--- config.mk ---
export PLATFORM = sky130hd
export DESIGN_NAME = frontend_word_buffer
export DESIGN_NICKNAME = d
export VERILOG_FILES = /design/src/rtl/fwb_pkg.sv /design/src/rtl/fwb_admit.sv /design/src/rtl/fwb_store.sv /design/src/rtl/fwb_hyst.sv /design/src/rtl/frontend_word_buffer.sv
export SDC_FILE = /design/constraint.sdc
export NUM_CORES = 2
export LEC_CHECK = 0
export CAP_MARGIN = 20
export CORE_MARGIN = 3
export CORE_UTILIZATION = 55
export CTS_BUF_LIST = sky130_fd_sc_hd__clkbuf_4 sky130_fd_sc_hd__clkbuf_8
export DETAILED_ROUTE_END_ITERATION = 8
export PLACE_DENSITY = 0.71
export SLEW_MARGIN = 10
export SYNTH_ARGS = -nofsm -noshare
export SYNTH_HDL_FRONTEND = slang
export SYNTH_SLANG_ARGS = --single-unit
--- constraint.sdc ---
create_clock -name clk -period 4.1 [get_ports clk]
set_clock_uncertainty 0.15 [all_clocks]
set_input_delay 0.41 -clock clk [delete_from_list [all_inputs] [get_ports clk]]
set_output_delay 0.41 -clock clk [all_outputs]
set_load 0.02 [all_outputs]
--- src/rtl/fwb_pkg.sv ---
package fwb_pkg;

    localparam int unsigned FWB_WIDTH      = 32;
    localparam int unsigned FWB_DEPTH      = 64;
    localparam int unsigned FWB_FILTER_LVL = 56;

    localparam logic [3:0] KIND_DATA    = 4'h3;
    localparam logic [3:0] KIND_LEADER  = 4'hA;
    localparam logic [3:0] KIND_TRAILER = 4'hD;

    // Outcome of offering one word to the buffer
    typedef struct packed {
        logic accept;       // word is written this cycle
        logic full_drop;    // word lost because every entry is occupied
        logic filter_drop;  // word discarded by the high-watermark rule
    } fwb_admit_t;

    function automatic logic is_boundary(input logic [3:0] kind);
        return (kind == KIND_LEADER) || (kind == KIND_TRAILER);
    endfunction

    function automatic int unsigned ptr_bits(input int unsigned depth);
        return (depth > 1) ? $clog2(depth) : 1;
    endfunction

endpackage

--- src/rtl/fwb_admit.sv ---
module fwb_admit
    import fwb_pkg::*;
#(
    parameter int unsigned DEPTH      = FWB_DEPTH,
    parameter int unsigned FILTER_LVL = FWB_FILTER_LVL,
    parameter int unsigned CNT_W      = $clog2(DEPTH + 1)
) (
    input  logic             push_valid,
    input  logic [3:0]       push_kind,
    input  logic [CNT_W-1:0] level,
    input  logic             pop_fire,
    output fwb_admit_t       decision
);

    logic room_ok;
    logic kind_ok;

    // A pop in the same cycle frees the entry the push needs
    assign room_ok = (level < CNT_W'(DEPTH)) || pop_fire;

    generate
        if (FILTER_LVL < DEPTH) begin : g_filter
            assign kind_ok = (level < CNT_W'(FILTER_LVL)) || is_boundary(push_kind);
        end else begin : g_nofilter
            assign kind_ok = 1'b1;
        end
    endgenerate

    always_comb begin
        decision             = '0;
        decision.accept      = push_valid && room_ok && kind_ok;
        decision.full_drop   = push_valid && !room_ok;
        decision.filter_drop = push_valid && room_ok && !kind_ok;
    end

endmodule

--- src/rtl/fwb_store.sv ---
module fwb_store
    import fwb_pkg::*;
#(
    parameter int unsigned WIDTH = FWB_WIDTH,
    parameter int unsigned DEPTH = FWB_DEPTH,
    parameter int unsigned CNT_W = $clog2(DEPTH + 1)
) (
    input  logic             clk,
    input  logic             rst,
    input  logic             wr_en,
    input  logic [WIDTH-1:0] wr_data,
    input  logic             rd_en,
    output logic [WIDTH-1:0] rd_data,
    output logic [CNT_W-1:0] level,
    output logic [CNT_W-1:0] level_next
);

    localparam int unsigned AW = ptr_bits(DEPTH);

    logic [WIDTH-1:0] mem [DEPTH];
    logic [AW-1:0]    wr_ptr;
    logic [AW-1:0]    rd_ptr;

    function automatic logic [AW-1:0] bump(input logic [AW-1:0] p);
        return (p == AW'(DEPTH - 1)) ? '0 : p + 1'b1;
    endfunction

    always_comb begin
        level_next = level;
        case ({wr_en, rd_en})
            2'b10:   level_next = level + 1'b1;
            2'b01:   level_next = level - 1'b1;
            default: level_next = level;
        endcase
    end

    always_ff @(posedge clk) begin
        if (rst) begin
            wr_ptr <= '0;
            rd_ptr <= '0;
            level  <= '0;
        end else begin
            if (wr_en) wr_ptr <= bump(wr_ptr);
            if (rd_en) rd_ptr <= bump(rd_ptr);
            level <= level_next;
        end
    end

    always_ff @(posedge clk) begin
        if (wr_en) mem[wr_ptr] <= wr_data;
    end

    assign rd_data = mem[rd_ptr];

endmodule

--- src/rtl/fwb_hyst.sv ---
module fwb_hyst #(
    parameter int unsigned CNT_W    = 7,
    parameter int unsigned HALF_LVL = 32
) (
    input  logic             clk,
    input  logic             rst,
    input  logic [CNT_W-1:0] level_next,
    output logic             hold
);

    always_ff @(posedge clk) begin
        if (rst) begin
            hold <= 1'b0;
        end else if (level_next >= CNT_W'(HALF_LVL)) begin
            hold <= 1'b1;
        end else if (level_next == '0) begin
            hold <= 1'b0;
        end
    end

endmodule

--- src/rtl/frontend_word_buffer.sv ---
module frontend_word_buffer
    import fwb_pkg::*;
#(
    parameter int unsigned WIDTH      = FWB_WIDTH,
    parameter int unsigned DEPTH      = FWB_DEPTH,
    parameter int unsigned FILTER_LVL = FWB_FILTER_LVL
) (
    input  logic             clk,
    input  logic             rst,
    input  logic             push_valid,
    input  logic [WIDTH-1:0] push_data,
    input  logic             pop_req,
    output logic [WIDTH-1:0] pop_data,
    output logic             empty,
    output logic             half_full,
    output logic             inhibit,
    output logic             overflow
);

    localparam int unsigned CNT_W    = $clog2(DEPTH + 1);
    localparam int unsigned HALF_LVL = DEPTH / 2;

    logic [CNT_W-1:0] fill_count;
    logic [CNT_W-1:0] fill_next;
    logic             pop_fire;
    fwb_admit_t       decision;

    assign pop_fire = pop_req && (fill_count != '0);

    fwb_admit #(
        .DEPTH     (DEPTH),
        .FILTER_LVL(FILTER_LVL),
        .CNT_W     (CNT_W)
    ) u_admit (
        .push_valid(push_valid),
        .push_kind (push_data[WIDTH-1 -: 4]),
        .level     (fill_count),
        .pop_fire  (pop_fire),
        .decision  (decision)
    );

    fwb_store #(
        .WIDTH(WIDTH),
        .DEPTH(DEPTH),
        .CNT_W(CNT_W)
    ) u_store (
        .clk       (clk),
        .rst       (rst),
        .wr_en     (decision.accept),
        .wr_data   (push_data),
        .rd_en     (pop_fire),
        .rd_data   (pop_data),
        .level     (fill_count),
        .level_next(fill_next)
    );

    fwb_hyst #(
        .CNT_W   (CNT_W),
        .HALF_LVL(HALF_LVL)
    ) u_hyst (
        .clk       (clk),
        .rst       (rst),
        .level_next(fill_next),
        .hold      (inhibit)
    );

    always_ff @(posedge clk) begin
        if (rst) begin
            overflow <= 1'b0;
        end else if (decision.full_drop) begin
            overflow <= 1'b1;
        end
    end

    assign empty     = (fill_count == '0);
    assign half_full = (fill_count >= CNT_W'(HALF_LVL));

endmodule

### After elaboration in Yosys (flattened, before gate mapping)

Memory sizes are Yosys's and may differ from the RTL's. A register that Yosys moved wholly into a read port is not among the register bits.
Cells that the tools add are included.

| storage, ports and cells | value |
|---|---|
| flip-flop bits (word level) | 21 |
| RAM bits | 2048 |
| input bits | 36 |
| logic and storage cells | 41 |
| memories | 1 |

Memory list:

| name | depth | bits a word | read ports | clocked after memory_dff | wr ports | RTL line | RTL |
|---|---|---|---|---|---|---|---|
| u_store.mem | 64 | 32 | 1 | 1 | 1 | fwb_store.sv:20 | `logic [WIDTH-1:0] mem [DEPTH];` |

| operators by class | value |
|---|---|
| $add $sub $neg | 4 |
| order comparisons | 4 |
| eq/ne operators | 6 |
| muxes and demuxes | 9 |
| reduce and logical (&&, ||, !) cells | 12 |

Operator list:

| kind | count |
|---|---|
| 2-to-1 mux 6 bit | 4 |
| greater-or-equal comparator 7 x 6 -> 1 bit (second input constant) | 2 |
| logical NOT 7 bit | 2 |
| one-hot mux 7 bit (2 select lines) | 1 |
| adder 6 x 1 -> 6 bit (second input constant) | 2 |
| == test 6 bit (second input constant) | 2 |
| == test 4 bit (second input constant) | 2 |
| adder 7 x 1 -> 7 bit (second input constant) | 1 |
| less-than comparator 7 x 6 -> 1 bit (second input constant) | 1 |
| less-than comparator 7 bit (second input constant) | 1 |
| nonzero test 7 bit | 1 |
| subtractor 7 x 1 -> 7 bit (second input constant) | 1 |
| logical AND 1 bit | 4 |
| 2-to-1 mux 1 bit | 4 |
| logical OR 1 bit | 3 |
| == test 2 x 1 -> 1 bit (second input constant) | 1 |
| == test 2 bit (second input constant) | 1 |
| nonzero test 2 bit | 1 |
| logical NOT 1 bit | 1 |

### Longest topological paths before layout

| logic depth | value |
|---|---|
| depth after elaboration | 10 |
| depth in mapped cells | 15 |
| depth with buffers taken out | 12 |

### Cells and area by module

Synthesis repeated with hierarchy kept, for this count alone.

| second synthesis, totals | value |
|---|---|
| cell total of the unflattened synthesis | 3511 |
| area total of the unflattened synthesis | 79488.7 um2 |

By module, submodules not included:

| module | times used | cells each | area each (um2) | sequential area each (um2) |
|---|---|---|---|---|
| fwb_store | 1 | 3490 | 79316.1 | 61999.5 |
| fwb_admit | 1 | 9 | 66.3 | 0.0 |
| frontend_word_buffer | 1 | 7 | 62.6 | 20.0 |
| fwb_hyst | 1 | 5 | 43.8 | 20.0 |

### Least setup slack after synthesis

No wires, ideal clock.

| timing path | value |
|---|---|
| path type | input port to flip-flop |
| start | input port push_data[30] |
| end | register u_hyst.hold |
| library setup time | 0.120 ns |
| data arrival time | 3.293 ns |
| required time | 3.830 ns |
| path slack | 0.537 ns |
| stages | 13 |
| cells stage by stage | and3b_1 -> o221a_2 -> o21ai_1 -> ha_1 -> clkbuf_1 -> xor2_1 -> ha_1 -> nor4_1 -> nor4_1 -> mux2i_1 -> xor2_1 -> a41oi_1 -> a211o_1 |

| between the ends | value |
|---|---|
| word-level cells in the longest chain between the ends | 8 |
| elaborated cells on any way between the ends | 12 |
| those cells by class | order compare (1); eq/ne (4); mux (2); reduce/logical (5) |

Ends and longest elaborated chain:

| element | RTL line | RTL |
|---|---|---|
| from (decl) | frontend_word_buffer.sv:11 | `input logic [WIDTH-1:0] push_data,` |
| == test 4 bit | fwb_pkg.sv:19 | `return (kind == KIND_LEADER) \|\| (kind == KIND_TRAILER);` |
| logical OR 1 bit (*) | fwb_pkg.sv:19 |  |
| logical OR 1 bit (*) | fwb_admit.sv:23 | `assign kind_ok = (level < CNT_W'(FILTER_LVL)) \|\| is_boundary(push_kind);` |
| logical AND 1 bit (*) | fwb_admit.sv:31 | `decision.accept = push_valid && room_ok && kind_ok;` |
| == test 2 x 1 -> 1 bit or == test 2 bit (tied branches) | fwb_store.sv:30 | `case ({wr_en, rd_en})` |
| one-hot mux 7 bit (2 select lines) (*) | fwb_store.sv:30 |  |
| greater-or-equal comparator 7 x 6 -> 1 bit or logical NOT 7 bit (tied branches) | fwb_hyst.sv:14, fwb_hyst.sv:16 |  |
| 2-to-1 mux 1 bit or nonzero test 2 bit (tied branches) | -- |  |
| to (signal assigned) | fwb_hyst.sv:13 | `hold <= 1'b0;` |
| to (signal assigned) | fwb_hyst.sv:15 | `hold <= 1'b1;` |
| to (signal assigned) | fwb_hyst.sv:17 | `hold <= 1'b0;` |
| to (decl) | fwb_hyst.sv:8 | `output logic hold` |

Mark *: on every way between the ends. The rest lies on a longest branch, timed or not.
A chain may end at the register's enable or synchronous reset.

==> results.toml <==
[synth]
netlist_top_cells_count = "edfxtp_1 (2048), mux4_2 (640), nor2_1 (102)"
postSynth.asyncResetShare_pct = 0
synth_top_area_share_pct = 77.8
ys_seq_area_share_pct = 78.5
ys_ff_latch = 2075
synthTopCellsByArea = "edfxtp_1 (78%), mux4_2 (18%), dfxtp_1 (0.68%), nor2_1 (0.48%), a22oi_1 (0.43%)"
synth_area_per_cell_sq_um = 24.7
syn_area_sq_um = 79000
syn-num-nets = 3236
synth_ff_type = "edfxtp_1"
yosysMostFrequentCell = "edfxtp_1"
synth_edf_count = 2048
synthCells = 3195
yosysWarnings = 0
yosys.area.top_type = "edfxtp_1"
ys_types = 53

[pwr]
power_frac_comb_pct = 19.1
pwr-share-clk_pct = 33.2
total_power_mw = 49.6
vdd_drop_max_mv = 0.391
powerDensity_nw_per_um2 = 531
switching_share_pct = 24.6
intPower_mw = 37.4
p_switching_mw = 12.2
pwr-share-seq_pct = 47.7
power_leakage_nw = 28.8

[grt]
antenna_found_initial = 12
grt_pass1_vias = 39700
grtUsageTotal_pct = 28.1
overflow = 0
grt_pass1_wl_um = 291000
grt_max_degree = 65

[final_layout]
layoutNonFillerInstCount = 5901
nNetsFinal = 3817
area_growth_pct = 18.3
fillCellCount = 8508
drive_above_1_share_pct = 41.5

[placed_design]
port_buffers = 71
gp_congestion = 0.815
dp_cells = 5178
dp_hpwl_um = 110000

[detailed_routing]
remaining_drc_errors = 0
vias = 39100
wl_um = 206000
viasPerCell = 6.63
drt_iter0_markers = 5981
drtPass1Iterations = 6
ant_nets = 0
wl_per_cell_um = 34.8

[setup_path]
path_cells = "buf_12, buf_12, clkbuf_16, buf_12, buf_16, mux4_2, mux4_2, a22oi_1, nand2_2, buf_6"
r2r-end = "u_hyst.hold$_SDFFE_PP0P_"
crit_top_cell = "buf_12"
critPathCaptureType = "output port"
slowest_stage = "mux4_2"
reg2regPathDepth = 12
arrival_ps = 3620
start_kind = "flip-flop"
slowest_delay_ps = 520
crit_type = "flip-flop to output port"
required_ps = 3540
crit_path_max_fanout = 5
r2r_setup_slack_ps = 360
r2r-start = "u_store.level[1]$_SDFF_PP0_"

[cts]
cts_tree = "yes"
cts-root-buf = "clkbuf_8"
cts_buffers = 328
cts.path.max_buffers = 4
clk_pin_slew_worst_paths_ps = 60
clock_latency_ps = 990
cts_sinks = 2075
cts-htree-levels = 5

[sta]
layout_setup_ws_ps = -78.3
fmax_mhz = 239
setup_viol = 18
grt_setup_unrepaired = "true"
tightest_slew_ps = 1160
slew_headroom_pct = 22.7
period_needed_ps = 4180
hold_viol = 0
finalMaxSlewViolations = 0
final.period_utilization_pct = 102

[min_path]
hold_end = "u_store.mem[57][31]$_DFFE_PP_"
worstHoldStart = "push_data[31]"
min_path_type = "primary input to flip-flop"
holdPathStages = 2

[floorplan]
coreArea_sq_um = 142000
dieWidth_um = 385
fp.dieArea_sq_um = 148000
io_pins = 72
start_util_pct = 55.6
fp-row-count = 138
die_h_um = 385

[run_status]
violations = "setup timing"
status = "finished with violations"

[job]
drv_cap = 0
## worst max path at each step
stage               slack (ps)          start  depth (start not counted)                       end
finish                     -80      flip-flop                         10              pop_data[15]
global route              -210      flip-flop                         10              pop_data[15]
CTS                       -210      flip-flop                         10              pop_data[23]
detailed placement         180        pop_req                         12  u_hyst.hold$_SDFFE_PP0P_
global placement           230        pop_req                         12  u_hyst.hold$_SDFFE_PP0P_
floorplan                  540  push_data[30]                         13  u_hyst.hold$_SDFFE_PP0P_
## power by group through the flow
stage          clock network [mW]  registers (mW)  logic [mW]
3_3_place_gp                    0            24.1        7.38
6_report                     16.5            23.7        9.50
4_1_cts                      16.7            23.7        9.06
3_5_place_dp                    0            24.1        7.59
2_1_floorplan                   0            24.0        5.13
5_1_grt                      17.7            23.7        9.94
## critical path, delay by kind of cell (launching register included)
family                 cells  cell delay, ps
muxes                      2            1020
and+or+nand+nor            1             130
AOI/OAI and AO/OA          1             230
buffers and inverters      6             870
DFF                        1             380
## per-stage QoR
stage	hold WS [ps]	instance area [sq um]	worst slack (ps)	setup TNS (ps)	utilization [%]
after floorplan	356	79000	537	0	-
after global placement	290	84100	233	0	59.2
after detailed placement	294	84100	183	0	59.2
after CTS	0.152	92600	-215	-4230	65.1
after global routing	118	93500	-208	-3860	65.8
final	139	93500	-78.3	-658	65.8
## logic make-up (layout without fill, tap and decap cells)
family                     after synthesis  count (layout)  share of synthesized area, %
muxes                                  648             648                          18.3
AOI/OAI and AO/OA                       92              92                         0.836
xor gates and xnor gates                14              14                         0.155
buffers and inverters                  180             988                          1.03
DFF                                   2075            2075                          78.5
adders and majority gates                5               5                        0.0792
other                                    0               8                             0
and+or+nand+nor                        181             181                          1.03
## sequential cells by signal (all words and copies together), names as in the netlist, named ones only
signal,count
u_store.mem,2048
u_hyst.hold,1
u_store.rd_ptr,6
u_store.level,7
u_store.wr_ptr,6
overflow,1
## routing by layer
metal / vias to the layer above / GRT usage [%] / part of all wire, %
met4: 0 / 9.10 / 3.2
li1: 15100 / - / -
met3: 450 / 6.86 / 11
met1: 20700 / 39.5 / 37
met2: 2800 / 44.2 / 49
met5: - / 0 / 0
## cell usage in the layout (no fill, tap or decap), types with 10 or more instances in the layout
cell / netlist / routed
edfxtp_1: 2048 / 2048
mux4_2: 640 / 640
clkbuf_8: 0 / 336
buf_4: 9 / 130
buf_12: 0 / 111
clkbuf_4: 0 / 109
clkinv_1: 0 / 78
nor2_4: 0 / 67
buf_6: 6 / 46
buf_16: 0 / 43
buf_2: 48 / 36
a22oi_2: 0 / 35
nor2_1: 102 / 34
dlygate4sd3_1: 0 / 31
clkinv_2: 0 / 23
dfxtp_1: 27 / 22
nand2_1: 33 / 19
clkbuf_16: 0 / 12
nand2_2: 0 / 11
a22oi_1: 45 / 10
## repair_timing
action,in CTS,in global routing
pin swaps,32,25
setup buffers,59,25
endpoints found under the hold margin,1287,320
cloned,29,12
hold buffers,26,5
gates resized for setup,326,68
endpoints found under the setup margin,32,32
## cell type report
| cell class | instances | area, sq um | area share (%) |
|---|---|---|---|
| timing repair buffer | 426 | 5910 | 6.32 |
| sequential | 2075 | 62100 | 66.4 |
| tap | 1890 | 2360 | 2.53 |
| multi-input combinational | 940 | 17100 | 18.3 |
| clock buffer | 445 | 5440 | 5.82 |
| clock inverter | 112 | 582 | 0.622 |
| antenna | 8 | 20.0 | 0.0214 |
| inverter | 5 | 18.8 | 0.0201 |
Note: power is estimated with default switching activity, not from simulation.
